--- src/rtl/tmr_pkg.sv ---
package tmr_pkg;

   typedef enum logic [1:0] {
      MODE_ONESHOT  = 2'd0,
      MODE_PERIODIC = 2'd1,
      MODE_EDGE     = 2'd2,
      MODE_PWM      = 2'd3
   } tmr_mode_e;

   localparam int A_CFG     = 0;
   localparam int A_CTL     = 1;
   localparam int A_LOAD_A  = 2;
   localparam int A_LOAD_B  = 3;
   localparam int A_MATCH_A = 4;
   localparam int A_MATCH_B = 5;
   localparam int A_VALUE_A = 6;
   localparam int A_VALUE_B = 7;
   localparam int A_STATUS  = 8;
   localparam int A_CLEAR   = 9;

   localparam int NUM_FLAGS = 4;

endpackage

--- src/rtl/tmr_sync_edge.sv ---
module tmr_sync_edge #(
   parameter int STAGES = 2,
   parameter bit RISING = 1'b1
) (
   input  logic clk,
   input  logic rst_n,
   input  logic din,
   output logic tick
);

   if (STAGES < 2) begin : g_bad_stages
      $error("tmr_sync_edge: STAGES must be at least 2");
   end

   logic [STAGES:0] sh_q;

   always_ff @(posedge clk) begin
      if (!rst_n) sh_q <= '0;
      else        sh_q <= {sh_q[STAGES-1:0], din};
   end

   if (RISING) begin : g_rise
      assign tick = sh_q[STAGES-1] & ~sh_q[STAGES];
   end else begin : g_fall
      assign tick = ~sh_q[STAGES-1] & sh_q[STAGES];
   end

endmodule

--- src/rtl/tmr_sticky.sv ---
module tmr_sticky #(
   parameter int N = 4
) (
   input  logic         clk,
   input  logic         rst_n,
   input  logic [N-1:0] set,
   input  logic [N-1:0] clr,
   output logic [N-1:0] q
);

   always_ff @(posedge clk) begin
      if (!rst_n) q <= '0;
      else        q <= (q & ~clr) | set;
   end

endmodule

--- src/rtl/tmr_half.sv ---
module tmr_half
   import tmr_pkg::*;
#(
   parameter int W = 16
) (
   input  logic         clk,
   input  logic         rst_n,
   input  tmr_mode_e    mode,
   input  logic         en,
   input  logic         start,
   input  logic [W-1:0] load_v,
   input  logic [W-1:0] match_v,
   input  logic         tick,
   output logic [W-1:0] cnt,
   output logic         stop,
   output logic         match_ev,
   output logic         pwm
);

   if (W < 2) begin : g_bad_width
      $error("tmr_half: W must be at least 2");
   end

   logic at_zero;
   logic at_match;

   assign at_zero  = (cnt == '0);
   assign at_match = (cnt == match_v);

   always_ff @(posedge clk) begin
      if (!rst_n) begin
         cnt <= '0;
         pwm <= 1'b0;
      end else if (start) begin
         cnt <= load_v;
         pwm <= (mode == MODE_PWM);
      end else if (!en) begin
         pwm <= 1'b0;
      end else begin
         pwm <= 1'b0;
         case (mode)
            MODE_ONESHOT: begin
               if (!at_zero) cnt <= cnt - W'(1);
            end
            MODE_PERIODIC: begin
               cnt <= at_zero ? load_v : cnt - W'(1);
            end
            MODE_EDGE: begin
               if (tick && !at_match) cnt <= cnt - W'(1);
            end
            default: begin
               if (at_zero) begin
                  cnt <= load_v;
                  pwm <= 1'b1;
               end else begin
                  cnt <= cnt - W'(1);
                  pwm <= pwm & ~at_match;
               end
            end
         endcase
      end
   end

   assign match_ev = en && at_match &&
                     (mode == MODE_ONESHOT || mode == MODE_PERIODIC);
   assign stop     = en && ((mode == MODE_ONESHOT && at_zero) ||
                            (mode == MODE_EDGE && at_match));

endmodule

--- src/rtl/mm_timer.sv ---
module mm_timer
   import tmr_pkg::*;
#(
   parameter int HW          = 16,
   parameter int AW          = 4,
   parameter int SYNC_STAGES = 2,
   localparam int DW         = 2 * HW
) (
   input  logic          clk,
   input  logic          rst_n,
   input  logic          wr_en,
   input  logic [AW-1:0] addr,
   input  logic [DW-1:0] wdata,
   output logic [DW-1:0] rdata,
   input  logic          edge_in_a,
   input  logic          edge_in_b,
   output logic          irq_match_a,
   output logic          irq_match_b,
   output logic          done_a,
   output logic          done_b,
   output logic          pwm_a,
   output logic          pwm_b,
   output logic          cfg_err
);

   if (HW < 4 || HW > 32) begin : g_bad_hw
      $error("mm_timer: HW must lie in 4..32");
   end
   if (AW < 4) begin : g_bad_aw
      $error("mm_timer: AW must be at least 4 to hold the register map");
   end

   // configuration and control state
   logic              join_q;
   tmr_mode_e         mode_a_q, mode_b_q;
   logic [1:0]        en_q;
   logic [HW-1:0]     load_a_q, load_b_q, match_a_q, match_b_q;

   logic              cfg_wr, ctl_wr, la_wr, lb_wr, ma_wr, mb_wr, clr_wr;
   logic              start_a, start_b, en_b_eff;
   logic              stop_a, stop_b, mev_a, mev_b;
   logic [DW-1:0]     load_a_eff, match_a_eff, cnt_a;
   logic [HW-1:0]     cnt_b;
   logic [1:0]        tick;
   logic [1:0]        edge_vec;
   logic [NUM_FLAGS-1:0] flags, flag_set, flag_clr;

   assign cfg_wr = wr_en && addr == AW'(A_CFG);
   assign ctl_wr = wr_en && addr == AW'(A_CTL);
   assign la_wr  = wr_en && addr == AW'(A_LOAD_A);
   assign lb_wr  = wr_en && addr == AW'(A_LOAD_B) && !join_q;
   assign ma_wr  = wr_en && addr == AW'(A_MATCH_A);
   assign mb_wr  = wr_en && addr == AW'(A_MATCH_B) && !join_q;
   assign clr_wr = wr_en && addr == AW'(A_CLEAR);

   assign en_b_eff = en_q[1] & ~join_q;
   assign start_a  = ctl_wr && wdata[0] && !en_q[0];
   assign start_b  = ctl_wr && wdata[1] && !en_q[1] && !join_q;

   always_ff @(posedge clk) begin
      if (!rst_n) begin
         join_q    <= 1'b0;
         mode_a_q  <= MODE_ONESHOT;
         mode_b_q  <= MODE_ONESHOT;
         en_q      <= '0;
         load_a_q  <= '0;
         load_b_q  <= '0;
         match_a_q <= '1;
         match_b_q <= '1;
      end else begin
         if (cfg_wr) begin
            join_q   <= wdata[0];
            mode_a_q <= tmr_mode_e'(wdata[2:1]);
            mode_b_q <= tmr_mode_e'(wdata[4:3]);
         end
         if (ctl_wr) begin
            en_q <= wdata[1:0];
         end else begin
            if (stop_a) en_q[0] <= 1'b0;
            if (stop_b) en_q[1] <= 1'b0;
         end
         if (la_wr) begin
            load_a_q <= wdata[HW-1:0];
            if (join_q) load_b_q <= wdata[DW-1:HW];
         end
         if (lb_wr) load_b_q <= wdata[HW-1:0];
         if (ma_wr) begin
            match_a_q <= wdata[HW-1:0];
            if (join_q) match_b_q <= wdata[DW-1:HW];
         end
         if (mb_wr) match_b_q <= wdata[HW-1:0];
      end
   end

   // 32-bit view of half A
   assign load_a_eff  = join_q ? {load_b_q, load_a_q}  : {{HW{1'b0}}, load_a_q};
   assign match_a_eff = join_q ? {match_b_q, match_a_q} : {{HW{1'b0}}, match_a_q};

   // input synchronizers
   assign edge_vec = {edge_in_b, edge_in_a};
   for (genvar i = 0; i < 2; i++) begin : g_sync
      tmr_sync_edge #(.STAGES(SYNC_STAGES), .RISING(1'b1)) u_sync (
         .clk  (clk),
         .rst_n(rst_n),
         .din  (edge_vec[i]),
         .tick (tick[i])
      );
   end

   tmr_half #(.W(DW)) u_half_a (
      .clk     (clk),
      .rst_n   (rst_n),
      .mode    (mode_a_q),
      .en      (en_q[0]),
      .start   (start_a),
      .load_v  (load_a_eff),
      .match_v (match_a_eff),
      .tick    (tick[0]),
      .cnt     (cnt_a),
      .stop    (stop_a),
      .match_ev(mev_a),
      .pwm     (pwm_a)
   );

   tmr_half #(.W(HW)) u_half_b (
      .clk     (clk),
      .rst_n   (rst_n),
      .mode    (mode_b_q),
      .en      (en_b_eff),
      .start   (start_b),
      .load_v  (load_b_q),
      .match_v (match_b_q),
      .tick    (tick[1]),
      .cnt     (cnt_b),
      .stop    (stop_b),
      .match_ev(mev_b),
      .pwm     (pwm_b)
   );

   assign flag_set = {stop_b, stop_a, mev_b, mev_a};
   assign flag_clr = clr_wr ? wdata[NUM_FLAGS-1:0] : '0;

   tmr_sticky #(.N(NUM_FLAGS)) u_flags (
      .clk  (clk),
      .rst_n(rst_n),
      .set  (flag_set),
      .clr  (flag_clr),
      .q    (flags)
   );

   assign irq_match_a = flags[0];
   assign irq_match_b = flags[1];
   assign done_a      = flags[2];
   assign done_b      = flags[3];

   assign cfg_err = (mode_a_q == MODE_EDGE && load_a_eff <= match_a_eff) ||
                    (!join_q && mode_b_q == MODE_EDGE && load_b_q <= match_b_q);

   always_comb begin
      rdata = '0;
      case (addr)
         AW'(A_CFG):     rdata = DW'({mode_b_q, mode_a_q, join_q});
         AW'(A_CTL):     rdata = DW'(en_q);
         AW'(A_LOAD_A):  rdata = load_a_eff;
         AW'(A_LOAD_B):  rdata = DW'(load_b_q);
         AW'(A_MATCH_A): rdata = match_a_eff;
         AW'(A_MATCH_B): rdata = DW'(match_b_q);
         AW'(A_VALUE_A): rdata = cnt_a;
         AW'(A_VALUE_B): rdata = DW'(cnt_b);
         AW'(A_STATUS):  rdata = DW'({cfg_err, flags});
         default:        rdata = '0;
      endcase
   end

endmodule


--- config.mk ---
export PLATFORM = sky130hd
export DESIGN_NAME = mm_timer
export DESIGN_NICKNAME = d
export VERILOG_FILES = /design/src/rtl/tmr_pkg.sv /design/src/rtl/tmr_sync_edge.sv /design/src/rtl/tmr_sticky.sv /design/src/rtl/tmr_half.sv /design/src/rtl/mm_timer.sv
export SDC_FILE = /design/constraint.sdc
export NUM_CORES = 1
export LEC_CHECK = 0
export ABC_AREA = 1
export BUFFER_PORTS_ARGS = -buffer_cell sky130_fd_sc_hd__buf_4
export CORE_MARGIN = 2
export CORE_UTILIZATION = 50
export CTS_CLUSTER_SIZE = 28
export DETAILED_ROUTE_END_ITERATION = 10
export GPL_ROUTABILITY_DRIVEN = 1
export PLACE_DENSITY = 0.68
export SLEW_MARGIN = 20
export SYNTH_ARGS = -nofsm -noshare
export SYNTH_HDL_FRONTEND = slang
export SYNTH_SLANG_ARGS = --single-unit
--- constraint.sdc ---
create_clock -name clk -period 6.2 [get_ports clk]
set_input_delay 0 -clock clk [delete_from_list [all_inputs] [get_ports clk]]
set_output_delay 0 -clock clk [all_outputs]
set_load 0.1 [all_outputs]
# Word-level counts from Yosys, hierarchy flattened

Index checks and enable logic that the tools add are counted.

Output and inout port bits: 39
Word-level logic and storage cells: 144
Bits in registers: 131
Input bits: 41

Add/sub/neg operators: 2
Reductions and logical operators: 58
Order comparisons: 2
Eq/ne operators: 21
Bitwise operators: 13
Multiplexer cells: 32

Operator list:

| cell                    | count |
|---|---|
| $pmux W32 S9            | 1 |
| $mux W32                | 7 |
| $mux W16                | 10 |
| $pmux W32 S2            | 1 |
| $eq A32 B32 Y1          | 1 |
| $le A32 B32 Y1          | 1 |
| $logic_not A32 Y1       | 1 |
| $pmux W16 S2            | 1 |
| $sub A32 B1 Y32 const B | 1 |
| $logic_and A1 B1 Y1     | 29 |
| $eq A16 B16 Y1          | 1 |
| $eq A4 B3 Y1 const B    | 4 |
| $le A16 B16 Y1          | 1 |
| $logic_not A16 Y1       | 1 |
| $reduce_bool A2 Y1      | 8 |
| $sub A16 B1 Y16 const B | 1 |
| $mux W1                 | 10 |
| $eq A2 B2 Y1 const B    | 4 |
| $eq A4 B2 Y1 const B    | 2 |
| $eq A4 B4 Y1 const B    | 2 |
| $ne A3 B2 Y1 const B    | 2 |
| $ne A3 B3 Y1 const B    | 2 |
| $reduce_and A3 Y1       | 2 |
| $reduce_or A3 Y1        | 2 |
| other kinds (14)        | 33 |

# Longest topological paths before layout

Depth in word-level cells: 8
Gate-level depth with buffers: 20
Depth with buffers taken out: 18

# Modules after synthesis

Synthesis repeated with hierarchy kept, for this count alone.

Cells, all modules: 1709
Area total of the unflattened synthesis: 10495.1 µm²

Modules (own cells, without submodules):

| module               | times used | area each (µm²) | seq. area each (µm²) | cells each |
|---|---|---|---|---|
| mm_timer             | 1          | 5231.3          | 1421.4               | 785 |
| tmr_half at u_half_a | 1          | 3243.1          | 660.6                | 575 |
| tmr_half at u_half_b | 1          | 1686.6          | 340.3                | 306 |
| tmr_sync_edge        | 2          | 92.6            | 60.1                 | 11 |
| tmr_sticky           | 1          | 148.9           | 80.1                 | 21 |

# Worst setup path after synthesis

Ideal clock, no wire load.

Path kind: flip-flop to output port
From: register join_q
To: output rdata[4]
Stages on the path, launching flop included: 18
Data required time: 6.200 ns
Path buffers: 4
Path slack: 1.970 ns
Arrival time: 4.230 ns
Path through: dfxtp_1 > buf_4 > buf_2 > buf_2 > buf_1 > nand2_1 > inv_1 > ha_1 > inv_1 > nor3_1 > nand4_1 > nor2_1 > nand2_1 > nand2_1 > nand2_1 > nand2_1 > nand2_1 > a21oi_1

Cells in the longest elaborated chain, start to end: 5

Ends and longest elaborated chain:

| item                                                  | RTL line                         | RTL |
|---|---|---|
| start, declared                                       | mm_timer.sv:34                   | `logic join_q;` |
| start signal, assigned                                | mm_timer.sv:72                   | `join_q <= wdata[0];` |
| $mux W32, or another cell as far along                | mm_timer.sv:96                   | `assign load_a_eff = join_q ? {load_b_q, load_a_q} : {{HW{1'b0}}, load_a_q};` |
| $le A32 B32 Y1 or $logic_and A1 B1 Y1 (tied branches) | mm_timer.sv:156, mm_timer.sv:157 |  |
| $logic_and A1 B1 Y1 (on tied branches)                | mm_timer.sv:156, mm_timer.sv:157 |  |
| $logic_or A1 B1 Y1 *                                  | mm_timer.sv:156                  | `assign cfg_err = (mode_a_q == MODE_EDGE && load_a_eff <= match_a_eff) \|\|` |
| named net cfg_err                                     | mm_timer.sv:23                   | `output logic cfg_err` |
| $pmux W32 S9 *                                        | mm_timer.sv:161                  | `case (addr)` |
| end, declared                                         | mm_timer.sv:14                   | `output logic [DW-1:0] rdata,` |

Mark *: on every way through the listed nets, which the timed path passes. The rest lies on a longest branch.

# Final worst setup path

From: register join_q
To: output rdata[4]

Cells in the longest elaborated chain, start to end: 5

Ends and longest elaborated chain:

| item                                                  | RTL line |
|---|---|
| $mux W32, or another cell as far along                | mm_timer.sv:96 |
| $le A32 B32 Y1 or $logic_and A1 B1 Y1 (tied branches) | mm_timer.sv:156, mm_timer.sv:157 |
| $logic_and A1 B1 Y1 (on tied branches)                | mm_timer.sv:156, mm_timer.sv:157 |
| $logic_or A1 B1 Y1 *                                  | mm_timer.sv:156 |
| $pmux W32 S9 *                                        | mm_timer.sv:161 |

Mark *: on every way between the ends. The rest lies on a longest branch, timed or not.

==> load_flow_metrics.sql <==
INSERT INTO impl_metrics (metric_group, metric, value, unit) VALUES
('critical_path', 'cpLargestDelayFamily', 'buffers and inverters', ''),
('clocking', 'cts_root_buf', 'sky130_fd_sc_hd__clkbuf_16', ''),
('placed_design', 'finalWeightedCongestion', '0.964', ''),
('route', 'detail_route.wl_per_cell', '19.7', 'um'),
('synth', 'post_synth_num_cell_types', '44', ''),
('synth', 'synth_nets', '1628', ''),
('final_layout', 'syn_to_final_growth', '17.1', '%'),
('critical_path', 'path_max_fanout', '45', ''),
('timing', 'finalHoldViolCount', '0', ''),
('synth', 'most_used_standard_cell_by_instance_count_after_synthesis', 'sky130_fd_sc_hd__nand2_1', ''),
('timing', 'maxSlewHeadroom', '0.324', ''),
('global_routing', 'first_global_vias', '9953', ''),
('power', 'total_leakage_power', '5.66', 'nW'),
('clocking', 'worst_skew_pair.late_latency', '0.44', 'ns'),
('route', 'drt_first_iter_violations', '1278', ''),
('critical_path', 'critical_setup_path_class', 'reg2out', ''),
('synth', 'yosys_most_used_dff', 'sky130_fd_sc_hd__dfxtp_1', ''),
('run', 'max_cap_viol_count', '0', ''),
('clocking', 'clock_sinks', '131', ''),
('placed_design', 'hpwl', '27.8', 'mm'),
('clocking', 'cts.clk_slew.worst_paths', '0.06', 'ns'),
('timing', 'final_critical_period', '3.56', 'ns'),
('final_layout', 'post_route_cells_drive_above_1_share', '0.0868', ''),
('critical_path', 'worst_path_arrival', '3.56', 'ns'),
('critical_path', 'setup.worst_path.start_class', 'register', ''),
('critical_path', 'slowest_stage', 'sky130_fd_sc_hd__a21oi_1', ''),
('status', 'status', 'completed', ''),
('floorplanning', 'core_region_area', '19300', 'um2'),
('critical_path', 'worstRegToRegCells', '5', ''),
('timing', 'hold_ws', '0.0758', 'ns'),
('global_routing', 'largest_net_degree_at_the_start_of_global_routing', '104', ''),
('synth', 'total_standard_cell_area_after_synthesis', '9810', 'um2'),
('global_routing', 'grt_first_pass_wirelength', '57.0', 'mm'),
('timing', 'total_count_of_max_transition_violations_in_the_final_report', '0', ''),
('global_routing', 'global_route_overflow', '0', ''),
('synth', 'postSynth.asyncResetShare', '0', ''),
('clocking', 'cts-htree-levels', '4', ''),
('timing', 'worstMarginPinSlew', '1.01', 'ns'),
('floorplanning', 'dieWidth', '144', 'um'),
('synth', 'syn_area_per_cell', '6.38', 'um2'),
('synth', 'synthDominantAreaCellType', 'sky130_fd_sc_hd__dfxtp_1', ''),
('critical_path', 'cp_num_buf_inv', '3', ''),
('route', 'num_vias', '10900', ''),
('critical_path', 'timing.critical_path.slowest_cell_delay', '0.44', 'ns'),
('floorplanning', 'std_cell_rows', '51', ''),
('synth', 'ys_top_cells_by_count', 'sky130_fd_sc_hd__nand2_1 (361), sky130_fd_sc_hd__inv_1 (186), sky130_fd_sc_hd__nor2_1 (166)', ''),
('clocking', 'cts-buffers-inserted', '17', ''),
('critical_path', 'timing.critical_path.cells', 'buf_4, nand2_1, inv_1, ha_1, a21oi_1, o21ai_0, a21oi_1, nand3_1, nand2_1, nand2_1, nand2_1, nand2_1, a21oi_1, buf_4', ''),
('timing', 'final_critical_path_setup_slack', '2.64', 'ns'),
('clocking', 'tritoncts', 'yes', ''),
('timing', 'clock-skew-final', '0.0120', 'ns'),
('global_routing', 'globalRouteTotalUtil', '0.363', ''),
('min_path', 'instance_count_along_the_most_critical_hold_path', '5', ''),
('placed_design', 'place_area', '10400', 'um2'),
('critical_path', 'worstPathRequired', '6.20', 'ns'),
('synth', 'synth_top_cells_by_area', 'sky130_fd_sc_hd__dfxtp_1 (27%), sky130_fd_sc_hd__nand2_1 (14%), sky130_fd_sc_hd__inv_1 (7.1%)', ''),
('critical_path', 'end_kind', 'output port', ''),
('power', 'max-vdd-ir-drop', '0.000185', 'V'),
('min_path', 'worstHoldPathType', 'in2reg', ''),
('route', 'remaining_drc_errors', '0', ''),
('final_layout', 'num_antenna_cells', '0', ''),
('timing', 'finalCritPeriodShare', '0.574', ''),
('critical_path', 'critical-path-top-cell-by-count', 'sky130_fd_sc_hd__nand2_1', ''),
('synth', 'synth_top_cell_area_share', '0.267', ''),
('final_layout', 'postLayoutCoreUtil', '0.595', ''),
('synth', 'seq_area_frac_synth', '0.267', ''),
('route', 'routed_wl', '37.2', 'mm'),
('placed_design', 'preCtsSetupSlack', '2.73', 'ns'),
('synth', 'synthCells', '1538', ''),
('clocking', 'post_cts_resized', '0', ''),
('timing', 'fmax', '0.281', 'GHz');
==> cell usage in the layout, fill, tap and decap left out, drive strengths merged, types with 18 or more instances in the layout <==
master       netlist  final
nand3            102    102
nand2            368    368
nand4             27     27
o211ai            40     40
dfxtp            131    131
buf               39     86
clkbuf            37     18
xor2              52     52
ha                49     49
dlygate4sd3        0     45
o21ai             97     97
a21oi            107    107
o221ai            24     24
inv              188    190
nor2             171    171
==> flip-flops by register name, summed over array words and instances (netlist names) <==
signal	cells
en_q	2
g_sync.u_sync.sh_q	6
join_q	1
load_a_q	16
load_b_q	16
match_a_q	16
match_b_q	16
mode_a_q	2
mode_b_q	2
u_flags.q	4
u_half_a.cnt	32
u_half_a.pwm	1
u_half_b.cnt	16
u_half_b.pwm	1
==> tightest hold or removal path, stage by stage <==
cell and delay (ns):
sky130_fd_sc_hd__buf_4 0.09, sky130_fd_sc_hd__nor2_2 0.04, sky130_fd_sc_hd__nand2_1 0.16, sky130_fd_sc_hd__a31oi_1 0.11, sky130_fd_sc_hd__nor2_1 0.08
==> worst paths after layout <==
kind                                            endpoint                      from
worst min-delay path                             en_q[1]                   addr[2]
worst max-delay path                            rdata[4]                    join_q
worst max register to register              match_b_q[5]                    join_q
worst min register to register  g_sync[1].u_sync.sh_q[1]  g_sync[1].u_sync.sh_q[0]
==> layer usage <==
metal,up-vias,global-route usage,routed length (um)
met5,-,0,0
met4,0,0.157,1620
met3,115,0.0662,3040
met2,546,0.597,17100
met1,5002,0.465,15500
li1,5275,-,-
==> layout make-up <==
cell class                      instances  area, um2
Inverter                              189        709
Sequential cell                       131       2620
Fill cell                            1901       7840
Timing Repair Buffer                  131       1110
Tap cell                              265        332
Multi-Input combinational cell       1142       6120
Clock buffer                           18        439
Clock inverter                         13        159
==> through the flow <==
step / std cells / total power, W
after CTS: 1888 / 0.00242
final: 1889 / 0.00243
after global placement: 1812 / 0.00136
after detailed placement: 1812 / 0.00136
after global routing: 1889 / 0.00252
after floorplan: 1538 / 0.00123
==> what timing repair did <==
item / in CTS / in global routing
hold buffers: 45 / 0
endpoints found under the setup margin: 0 / 0
endpoints found under the hold margin: 81 / 0
buffers inserted: 0 / 0
==> power by group <==
part | switching (W) | internal [W] | leakage, nW | total, W
registers | 0.0000279 | 0.000861 | 1.06 | 0.000889
logic | 0.000322 | 0.000167 | 4.31 | 0.000489
clock network | 0.000416 | 0.000640 | 0.288 | 0.00106
total | 0.000766 | 0.00167 | 5.66 | 0.00243
==> kinds of logic after synthesis <==
group	count (synthesis)	share of synthesized area
compound gates	335	0.206
xor+xnor	63	0.0562
fa+ha+maj	49	0.0625
buf+inv	265	0.110
flops	131	0.267
simple gates	695	0.298
Note: power is estimated with default switching activity, not from simulation.
